[src/rtl/pmr_pkg.sv]
package pmr_pkg;
    localparam int DW = 16;
    localparam int AW = 5;

    localparam logic [AW-1:0] IX_ID   = 5'h00;
    localparam logic [AW-1:0] IX_IRQ  = 5'h01;
    localparam logic [AW-1:0] IX_MASK = 5'h02;
    localparam logic [AW-1:0] IX_CAL  = 5'h06;
    localparam logic [AW-1:0] IX_ADC  = 5'h08;
    localparam logic [AW-1:0] IX_SMP  = 5'h09;
    localparam logic [AW-1:0] IX_CTL1 = 5'h0D;
    localparam logic [AW-1:0] IX_CTL2 = 5'h0E;
    localparam logic [AW-1:0] IX_STAT = 5'h16;
    localparam logic [AW-1:0] IX_WDOG = 5'h17;

    localparam logic [DW-1:0] ID_BASE  = 16'h0215;
    localparam int            ID_VAR_BIT = 7;
    localparam logic [DW-1:0] STAT_RST = 16'h0020;
    localparam int            KEY_STAT_BIT = 5;
    localparam logic [DW-1:0] CAL_RST  = 16'h0001;
    localparam logic [DW-1:0] MASK_RST = 16'hFFFF;
    localparam int            IRQ_KEY_BIT = 0;
    localparam int            IRQ_ADC_BIT = 8;
    localparam int            WDOG_ARM_BIT = 1;

    typedef enum logic [3:0] {
        RK_RSVD, RK_UNDEF, RK_ID, RK_IRQ, RK_MASK, RK_CAL,
        RK_ADC, RK_SMP, RK_CTL1, RK_CTL2, RK_STAT, RK_WDOG
    } reg_kind_e;

    function automatic reg_kind_e classify(logic [AW-1:0] ix);
        reg_kind_e k;
        case (ix)
            IX_ID:   k = RK_ID;
            IX_IRQ:  k = RK_IRQ;
            IX_MASK: k = RK_MASK;
            IX_CAL:  k = RK_CAL;
            IX_ADC:  k = RK_ADC;
            IX_SMP:  k = RK_SMP;
            IX_CTL1: k = RK_CTL1;
            IX_CTL2: k = RK_CTL2;
            IX_STAT: k = RK_STAT;
            IX_WDOG: k = RK_WDOG;
            5'h07, 5'h12, 5'h13, 5'h14, 5'h15: k = RK_UNDEF;
            default: k = RK_RSVD;
        endcase
        return k;
    endfunction
endpackage

[src/rtl/pmr_decode.sv]
module pmr_decode
    import pmr_pkg::*;
(
    input  logic          req_i,
    input  logic          we_i,
    input  logic [AW-1:0] idx_i,
    output reg_kind_e     kind_o,
    output logic          wr_o,
    output logic          rd_o
);
    always_comb begin
        kind_o = classify(idx_i);
        wr_o   = req_i & we_i;
        rd_o   = req_i & ~we_i;
    end
endmodule

[src/rtl/pmr_irq_unit.sv]
module pmr_irq_unit #(
    parameter int            W        = 16,
    parameter logic [W-1:0]  MASK_INI = '1
) (
    input  logic         clk_i,
    input  logic         rst_ni,
    input  logic         xor_we_i,
    input  logic         mask_we_i,
    input  logic [W-1:0] wdata_i,
    input  logic [W-1:0] set_i,
    output logic [W-1:0] status_o,
    output logic [W-1:0] mask_o,
    output logic         irq_o
);
    typedef struct packed {
        logic [W-1:0] st;
        logic [W-1:0] msk;
        logic         irq;
    } irq_st_t;

    irq_st_t q, d;

    always_comb begin
        d = q;
        if (xor_we_i)  d.st  = q.st ^ wdata_i;
        d.st = d.st | set_i;
        if (mask_we_i) d.msk = wdata_i;
        d.irq = |(d.st & ~d.msk);
    end

    always_ff @(posedge clk_i) begin
        if (!rst_ni) begin
            q.st  <= '0;
            q.msk <= MASK_INI;
            q.irq <= 1'b0;
        end else begin
            q <= d;
        end
    end

    assign status_o = q.st;
    assign mask_o   = q.msk;
    assign irq_o    = q.irq;
endmodule

[src/rtl/pmr_adc_window.sv]
module pmr_adc_window #(
    parameter int CH_W  = 4,
    parameter int RES_W = 10,
    parameter int W     = 16,
    parameter logic [(1<<CH_W)*RES_W-1:0] INIT = '0,
    parameter logic [(1<<CH_W)-1:0]       USED = '1
) (
    input  logic         clk_i,
    input  logic         rst_ni,
    input  logic         sel_we_i,
    input  logic [W-1:0] wdata_i,
    output logic [W-1:0] word_o
);
    localparam int N_CH = 1 << CH_W;

    logic [RES_W-1:0] tab [N_CH];

    for (genvar g = 0; g < N_CH; g++) begin : g_chan
        if (USED[g]) begin : g_used
            assign tab[g] = INIT[g*RES_W +: RES_W];
        end else begin : g_empty
            assign tab[g] = '0;
        end
    end

    logic [CH_W-1:0] ch_q, ch_d;

    always_comb begin
        ch_d = ch_q;
        if (sel_we_i) ch_d = wdata_i[RES_W +: CH_W];
    end

    always_ff @(posedge clk_i) begin
        if (!rst_ni) ch_q <= '0;
        else         ch_q <= ch_d;
    end

    assign word_o = W'({ch_q, tab[ch_q]});
endmodule

[src/rtl/pmr_regfile.sv]
module pmr_regfile #(
    parameter int CH_W  = 4,
    parameter int RES_W = 10,
    parameter logic [(1<<CH_W)*RES_W-1:0] ADC_INIT = {(1<<CH_W){10'h200}},
    parameter logic [(1<<CH_W)-1:0]       ADC_USED = '1,
    parameter logic [15:0]                SMP_RST  = 16'h00FF
) (
    input  logic        clk_i,
    input  logic        rst_ni,
    input  logic        variant_i,
    input  logic        req_i,
    input  logic        we_i,
    input  logic [4:0]  idx_i,
    input  logic [15:0] wdata_i,
    output logic [15:0] rdata_o,
    input  logic        key_evt_i,
    input  logic        key_down_i,
    output logic        irq_o,
    output logic        shutdown_o,
    output logic        err_o
);
    import pmr_pkg::*;

    typedef struct packed {
        logic [DW-1:0] cal;
        logic [DW-1:0] smp;
        logic [DW-1:0] c1;
        logic [DW-1:0] c2;
        logic [DW-1:0] stat;
        logic [DW-1:0] rdata;
        logic          shut;
        logic          err;
    } rf_st_t;

    rf_st_t q, d;

    reg_kind_e     kind;
    logic          acc_wr, acc_rd;
    logic [DW-1:0] irq_status, irq_mask, irq_set, adc_word, rd_mux;

    pmr_decode u_dec (
        .req_i  (req_i),
        .we_i   (we_i),
        .idx_i  (idx_i),
        .kind_o (kind),
        .wr_o   (acc_wr),
        .rd_o   (acc_rd)
    );

    always_comb begin
        irq_set = '0;
        if (acc_wr && kind == RK_ADC) irq_set[IRQ_ADC_BIT] = 1'b1;
        if (key_evt_i)                irq_set[IRQ_KEY_BIT] = 1'b1;
    end

    pmr_irq_unit #(.W(DW), .MASK_INI(MASK_RST)) u_irq (
        .clk_i     (clk_i),
        .rst_ni    (rst_ni),
        .xor_we_i  (acc_wr && kind == RK_IRQ),
        .mask_we_i (acc_wr && kind == RK_MASK),
        .wdata_i   (wdata_i),
        .set_i     (irq_set),
        .status_o  (irq_status),
        .mask_o    (irq_mask),
        .irq_o     (irq_o)
    );

    pmr_adc_window #(
        .CH_W (CH_W), .RES_W (RES_W), .W (DW),
        .INIT (ADC_INIT), .USED (ADC_USED)
    ) u_adc (
        .clk_i    (clk_i),
        .rst_ni   (rst_ni),
        .sel_we_i (acc_wr && kind == RK_ADC),
        .wdata_i  (wdata_i),
        .word_o   (adc_word)
    );

    always_comb begin
        rd_mux = '0;
        case (kind)
            RK_ID: begin
                rd_mux = ID_BASE;
                rd_mux[ID_VAR_BIT] = variant_i;
            end
            RK_IRQ:  rd_mux = irq_status;
            RK_MASK: rd_mux = irq_mask;
            RK_CAL:  rd_mux = q.cal;
            RK_ADC:  rd_mux = adc_word;
            RK_SMP:  rd_mux = q.smp;
            RK_CTL1: rd_mux = q.c1;
            RK_CTL2: rd_mux = q.c2;
            RK_STAT: rd_mux = q.stat;
            default: rd_mux = '0;
        endcase
    end

    always_comb begin
        d      = q;
        d.shut = 1'b0;
        if (acc_wr) begin
            case (kind)
                RK_CAL:   d.cal = wdata_i;
                RK_SMP:   d.smp = q.smp & ~wdata_i;
                RK_CTL1:  d.c1  = wdata_i;
                RK_CTL2:  d.c2  = wdata_i;
                RK_WDOG:  d.shut = (wdata_i == '0) && q.c1[WDOG_ARM_BIT];
                RK_UNDEF: d.err = 1'b1;
                default:  ;
            endcase
        end
        if (acc_rd) begin
            d.rdata = rd_mux;
            if (kind == RK_UNDEF) d.err = 1'b1;
        end
        if (key_evt_i) d.stat[KEY_STAT_BIT] = ~key_down_i;
    end

    always_ff @(posedge clk_i) begin
        if (!rst_ni) begin
            q.cal   <= CAL_RST;
            q.smp   <= SMP_RST;
            q.c1    <= '0;
            q.c2    <= '0;
            q.stat  <= STAT_RST;
            q.rdata <= '0;
            q.shut  <= 1'b0;
            q.err   <= 1'b0;
        end else begin
            q <= d;
        end
    end

    assign rdata_o    = q.rdata;
    assign shutdown_o = q.shut;
    assign err_o      = q.err;
endmodule

[config.mk]
export PLATFORM = sky130hd
export DESIGN_NAME = pmr_regfile
export DESIGN_NICKNAME = d
export VERILOG_FILES = /design/src/rtl/pmr_pkg.sv /design/src/rtl/pmr_decode.sv /design/src/rtl/pmr_irq_unit.sv /design/src/rtl/pmr_adc_window.sv /design/src/rtl/pmr_regfile.sv
export SDC_FILE = /design/constraint.sdc
export NUM_CORES = 1
export LEC_CHECK = 0
export BUFFER_PORTS_ARGS = -buffer_cell sky130_fd_sc_hd__buf_2
export CELL_PAD_IN_SITES_DETAIL_PLACEMENT = 0
export CELL_PAD_IN_SITES_GLOBAL_PLACEMENT = 1
export CORE_ASPECT_RATIO = 1.25
export CORE_MARGIN = 2
export CORE_UTILIZATION = 49
export CTS_CLUSTER_SIZE = 40
export DETAILED_ROUTE_END_ITERATION = 8
export PLACE_DENSITY = 0.83
export RECOVER_POWER = 25
export SLEW_MARGIN = 20
export SYNTH_ARGS = -nofsm -noshare
export SYNTH_HDL_FRONTEND = slang
export SYNTH_SLANG_ARGS = --single-unit
[constraint.sdc]
create_clock -name clk_i -period 6.5 [get_ports clk_i]
set_input_delay 0.975 -clock clk_i [delete_from_list [all_inputs] [get_ports clk_i]]
set_output_delay 0.975 -clock clk_i [all_outputs]
set_load 0.03 [all_outputs]
After elaboration in Yosys (flattened, before gate mapping)
Memory sizes are Yosys's and may differ from the RTL's.
Cells that the tools add are included.
Widths: inputs -> output; s select.
{"block": "classes", "shift": 0, "n_div": 0, "reduce_logical": 11, "n_lt_le_gt_ge": 1, "n_addsub": 0, "eq_ne": 11, "bitwise": 11, "n_mul": 0, "muxes": 11}
{"operator": "$pmux 16 s9", "n": 1}
{"operator": "$and 16x16->16", "n": 2}
{"operator": "$mux 16", "n": 2}
{"operator": "$not 16->16", "n": 2}
{"operator": "$mux 10", "n": 2}
{"operator": "$eq 4x3->1 const B", "n": 4}
{"operator": "$eq 4x4->1 const B", "n": 4}
{"operator": "$logic_not 16->1", "n": 1}
{"operator": "$or 16x9->16", "n": 1}
{"operator": "$reduce_or 16->1", "n": 1}
{"operator": "$xor 16x16->16", "n": 1}
{"operator": "$eq 4x2->1 const B", "n": 2}
{"operator": "$reduce_and 2->1", "n": 4}
{"operator": "$mux 1", "n": 6}
{"operator": "$ge 5x5->1 const B", "n": 1}
{"operator": "$not 4->5", "n": 1}
{"operator": "$eq 4x1->1 const B", "n": 1}
{"operator": "$logic_and 1x1->1", "n": 4}
{"operator": "$reduce_and 3->1", "n": 1}
{"operator": "$and 1x1->1", "n": 2}
{"operator": "$not 1->1", "n": 2}
{"block": "totals", "mem_bits_rw": 0, "romBits": 288, "word_cells": 59, "memories": 2, "reg_bits": 120, "out_inout_bits": 19, "latch_bits": 0}
{"memory": "(name not given)", "depth": 16, "word_bits": 10, "rd": 1, "rd_clocked_by_memory_dff": 0, "wr": 0, "line": "pmr_adc_window.sv:38", "rtl": "assign word_o = W'({ch_q, tab[ch_q]});"}
{"memory": "(name not given)", "depth": 32, "word_bits": 4, "rd": 1, "rd_clocked_by_memory_dff": 0, "wr": 0, "line": "pmr_pkg.sv:33", "rtl": "case (ix)"}

Logic depth before layout (Yosys ltp)
An unclocked memory read counts as a cell.
{"block": "logic_depth", "ltp_word": 7, "depth_mapped": 10}

Modules after synthesis
Synthesis repeated with hierarchy kept, for this count alone.
{"block": "unflattened", "cells_unflattened": 761, "area_unflattened_um2": 6432.4}
{"module": "pmr_regfile", "cells_per_inst": 502, "area_each_um2": 4331.7, "instances": 1}
{"module": "pmr_irq_unit", "cells_per_inst": 209, "area_each_um2": 1687.9, "instances": 1}
{"module": "pmr_adc_window", "cells_per_inst": 27, "area_each_um2": 254.0, "instances": 1}
{"module": "pmr_decode", "cells_per_inst": 23, "area_each_um2": 158.9, "instances": 1}

Worst setup path after synthesis
No wires, ideal clock.
{"block": "synth_path", "path_kind": "input -> register", "startpoint": "input idx_i[1]", "endpoint": "register u_irq.q, in the netlist u_irq.irq_o", "required_time_ns": 6.375, "path_slack_ns": 3.502, "arrival_ns": 2.873, "setup_ns": 0.125, "stages": 10, "path_cell_list": "buf_4 inv_1 ha_1 or3b_4 a211oi_4 buf_6 nor3_1 o21ai_2 nand4_1 o41a_1"}
{"block": "synth_via", "elab_chain_len": 7, "elab_cells_between_ends": 14}
{"item": "from (decl)", "line": "pmr_regfile.sv:13", "rtl": "input logic [4:0] idx_i,"}
{"item": "$mem_v2 32x4 *"}
{"item": "$eq 4x2->1 (tied with other cells)", "line": "pmr_regfile.sv:59", "rtl": ".xor_we_i (acc_wr && kind == RK_IRQ),"}
{"item": "$logic_and 1x1->1, on equally long branches", "line": "pmr_regfile.sv:59, pmr_regfile.sv:52, pmr_regfile.sv:60"}
{"item": "$mux 16 (tied with other cells)", "line": "pmr_irq_unit.sv:25", "rtl": "if (xor_we_i) d.st = q.st ^ wdata_i;"}
{"item": "$or 16x9->16 or $not 16->16 (tied branches)", "line": "pmr_irq_unit.sv:26, pmr_irq_unit.sv:28"}
{"item": "$and 16x16->16 *", "line": "pmr_irq_unit.sv:28", "rtl": "d.irq = |(d.st & ~d.msk);"}
{"item": "$reduce_or 16->1 *", "line": "pmr_irq_unit.sv:28"}
{"item": "to (decl)", "line": "pmr_irq_unit.sv:21", "rtl": "irq_st_t q, d;"}
Every way passes the cells marked *; elsewhere a longest branch is shown, timed or not.
A chain may end at the register's enable or synchronous reset.

Worst setup path in the final report
{"block": "layout_path", "startpoint": "input rst_ni", "endpoint": "register q, in the netlist rdata_o[7]"}
{"item": "from (decl)", "line": "pmr_regfile.sv:9", "rtl": "input logic rst_ni,"}
{"item": "to (decl)", "line": "pmr_regfile.sv:35", "rtl": "rf_st_t q, d;"}
No word-level cell between the ends.

==> results.toml <==
[outcome]
run_status = "complete, but fails checks"
violations = "capacitance limit, slew limit"

[routing]
avgRoutedWirePerCell_um = 20.3
routed_wl_mm = 17.9
firstDrtPassIters = 6
first_iter_violations = 328
num_vias = 5309
drc = 0
viasPerCell = 6.01
ant_nets = 0

[timing]
worst_slew_pin_slew_ns = 2.91
finalCritPeriodShare_pct = 67.5
max_freq_mhz = 228
slew_headroom_pct = -94.1
hold_ws_ns = 0.435
hold_viol = 0
final-setup-viol-count = 0
finalSetupTns_ns = 0
drv_slew = 116
worst_clock_skew_ns = 0.00530
rsz0062_at_grt = "no"
period_needed_ns = 4.39

[power]
p_seq_share_pct = 39.7
power.switching_uw = 418
leakage_nw = 2.76
p_sw_share_pct = 22.3
power.share.clock_pct = 54.6
combPwrFrac_pct = 5.7
intPower_mw = 1.45
peakVddDrop_v = 0.000174
p_per_area_nw_per_um2 = 277

[synthesis]
yosys_most_used_dff = "dfxtp_1"
seq_area_frac_synth_pct = 39.8
async_flop_share_pct = 0
yosys-top-cells-count = "120 x dfxtp_1, 117 x nand2_1, 46 x clkbuf_1, 41 x nand3_1, 37 x nor2b_1"
synth_warnings = 0
synth_edf_count = 0
synthCells = 713
syn_nets = 744
synth_most_common_cell = "dfxtp_1"
synth_area_sq_um = 6040
synth_cell_types = 66
synth_top_area_share_pct = 39.8
avgSynthCellArea_sq_um = 8.47
synth_top_area_cell = "dfxtp_1"
synth_seq_cells = 120
netlist_top_cells_area = "dfxtp_1 40%, nand2_1 7.3%, mux2i_1 5.3%, a22oi_1 4.1%, nor2b_1 3.8%"

[critical_path]
crit_arrival_ns = 4.75
path_class = "input pin to flip-flop"
start_kind = "input pin"
required_ns = 6.86
critPathMaxFanout = 77
end_kind = "flip-flop"

[clock_network]
clkTransAtPathRegs_ns = 0.05
cts_setup_buffers = 0
cts_hold_buf = 0
clkLatencyLatePin_ns = 0.43
cts_sinks = 120
post_cts_resized = 0
cts_tree = "built"
cts_buffers = 17
ctsHtreeMaxLevel = 4
clk_path_buf_depth = 2
cts-root-buf = "clkbuf_16"

[grt]
antenna_found_initial = 0
grtUsageTotal_pct = 28.2
gr-total-overflow = 0
grt_pass1_vias = 5061
grt_pass1_wl_mm = 27.7
grt_max_degree = 78

[die]
dieArea_sq_um = 13200
rows = 45
initial_utilization_pct = 49.9
die_y_um = 128
ios = 47
die_width_um = 103
core-area_sq_um = 12100

[worst_hold_path]
holdCritPathClass = "flip-flop to flip-flop"

[place]
io_buffers = 46
dp_hpwl_mm = 11.8
place.gp.congestion = 0.903

[cells_and_area]
area_growth_pct = 12.1
fin_nets = 738
diodes = 0
drive_above_1_share_pct = 10.6

[flow_run]
cap_violations = 2
## per-stage QoR
stage | util [%] | instance area (sq um) | power (mW) | cells | setup slack, ns
floorplan | - | 6040 | 0.831 | 713 | 3.50
global placement | 50.8 | 6150 | 0.861 | 852 | 2.88
detailed placement | 50.8 | 6150 | 0.863 | 852 | 2.80
CTS | 56.2 | 6800 | 1.88 | 884 | 3.22
global route | 55.9 | 6770 | 1.92 | 884 | 1.70
finish | 55.9 | 6770 | 1.87 | 884 | 2.11
## state kept, by name (all words and copies together), names as in the netlist
register        cells
q                  65
rdata_o            16
u_irq.mask_o       16
u_irq.status_o     16
u_adc.ch_q          4
err_o               1
shutdown_o          1
u_irq.irq_o         1
## cells in the final DEF (no fill, tap or decap), types with 6 or more instances in the layout
cell / instances
inv_1: 11
a22o_1: 10
nor2b_1: 37
nand4_1: 11
xnor2_1: 15
a21boi_1: 15
a21oi_1: 21
nand2b_1: 9
o211ai_1: 8
buf_4: 6
clkbuf_1: 22
buf_2: 26
clkbuf_16: 17
nand3_1: 41
nor3_1: 9
nor2_1: 28
nand2_1: 117
o21ai_1: 7
a221oi_1: 8
a22oi_1: 33
mux2i_1: 32
and2_1: 23
dfxtp_1: 120
o211a_1: 6
## critical path: stages
cell      delay [ns]
clkbuf_1        1.14
clkbuf_1        2.15
o221a_1         0.46
## worst paths after layout
kind | start | to | depth (start not counted) | slack (ns)
max | rst_ni | rdata_o[7]$_SDFFE_PN0P_ | 3 | 2.11
min | q[81]$_SDFFE_PN0P_ | q[81]$_SDFFE_PN0P_ | 2 | 0.44
max reg2reg | u_irq.status_o[5]$_SDFF_PN0_ | u_irq.irq_o$_SDFF_PN0_ | 6 | 4.54
min reg2reg | q[81]$_SDFFE_PN0P_ | q[81]$_SDFFE_PN0P_ | 2 | 0.44
## cells by family (layout without fill, tap and decap cells)
logic type | after synthesis | count (layout) | share of synthesized area (%)
and+or+nand+nor | 301 | 301 | 25.2
AOI/OAI and AO/OA | 151 | 151 | 19.5
DFF | 120 | 120 | 39.8
buffers and inverters | 89 | 96 | 7.10
muxes | 33 | 33 | 5.49
xor gates and xnor gates | 16 | 16 | 2.32
adders and majority gates | 3 | 3 | 0.621
## final cells by class
cell class | instances | area, sq um
well taps | 164 | 205
fillers | 1163 | 5340
inverters | 11 | 41.3
repair buffers | 53 | 254
clock inverters | 10 | 165
flip-flops and latches | 120 | 2400
clock buffers | 22 | 484
multi-input cells | 504 | 3220
## routing by layer
metal	part of all wire, %	vias to the layer above	track usage (%)	wire [um]
met4	4.2	0	15.5	755
met1	43	2598	35.3	7650
li1	-	2480	-	-
met3	4.8	53	5.07	869
met5	0	-	0	0
met2	48	178	45.4	8640
## power groups by stage
stage / sequential (mW) / clock [mW] / combinational (mW)
after global routing: 0.744 / 1.06 / 0.113
final: 0.744 / 1.02 / 0.106
after floorplan: 0.759 / 0 / 0.0715
after detailed placement: 0.759 / 0 / 0.104
after CTS: 0.744 / 1.03 / 0.105
after global placement: 0.759 / 0 / 0.101
No activity file was read; power rests on OpenSTA's default activity.
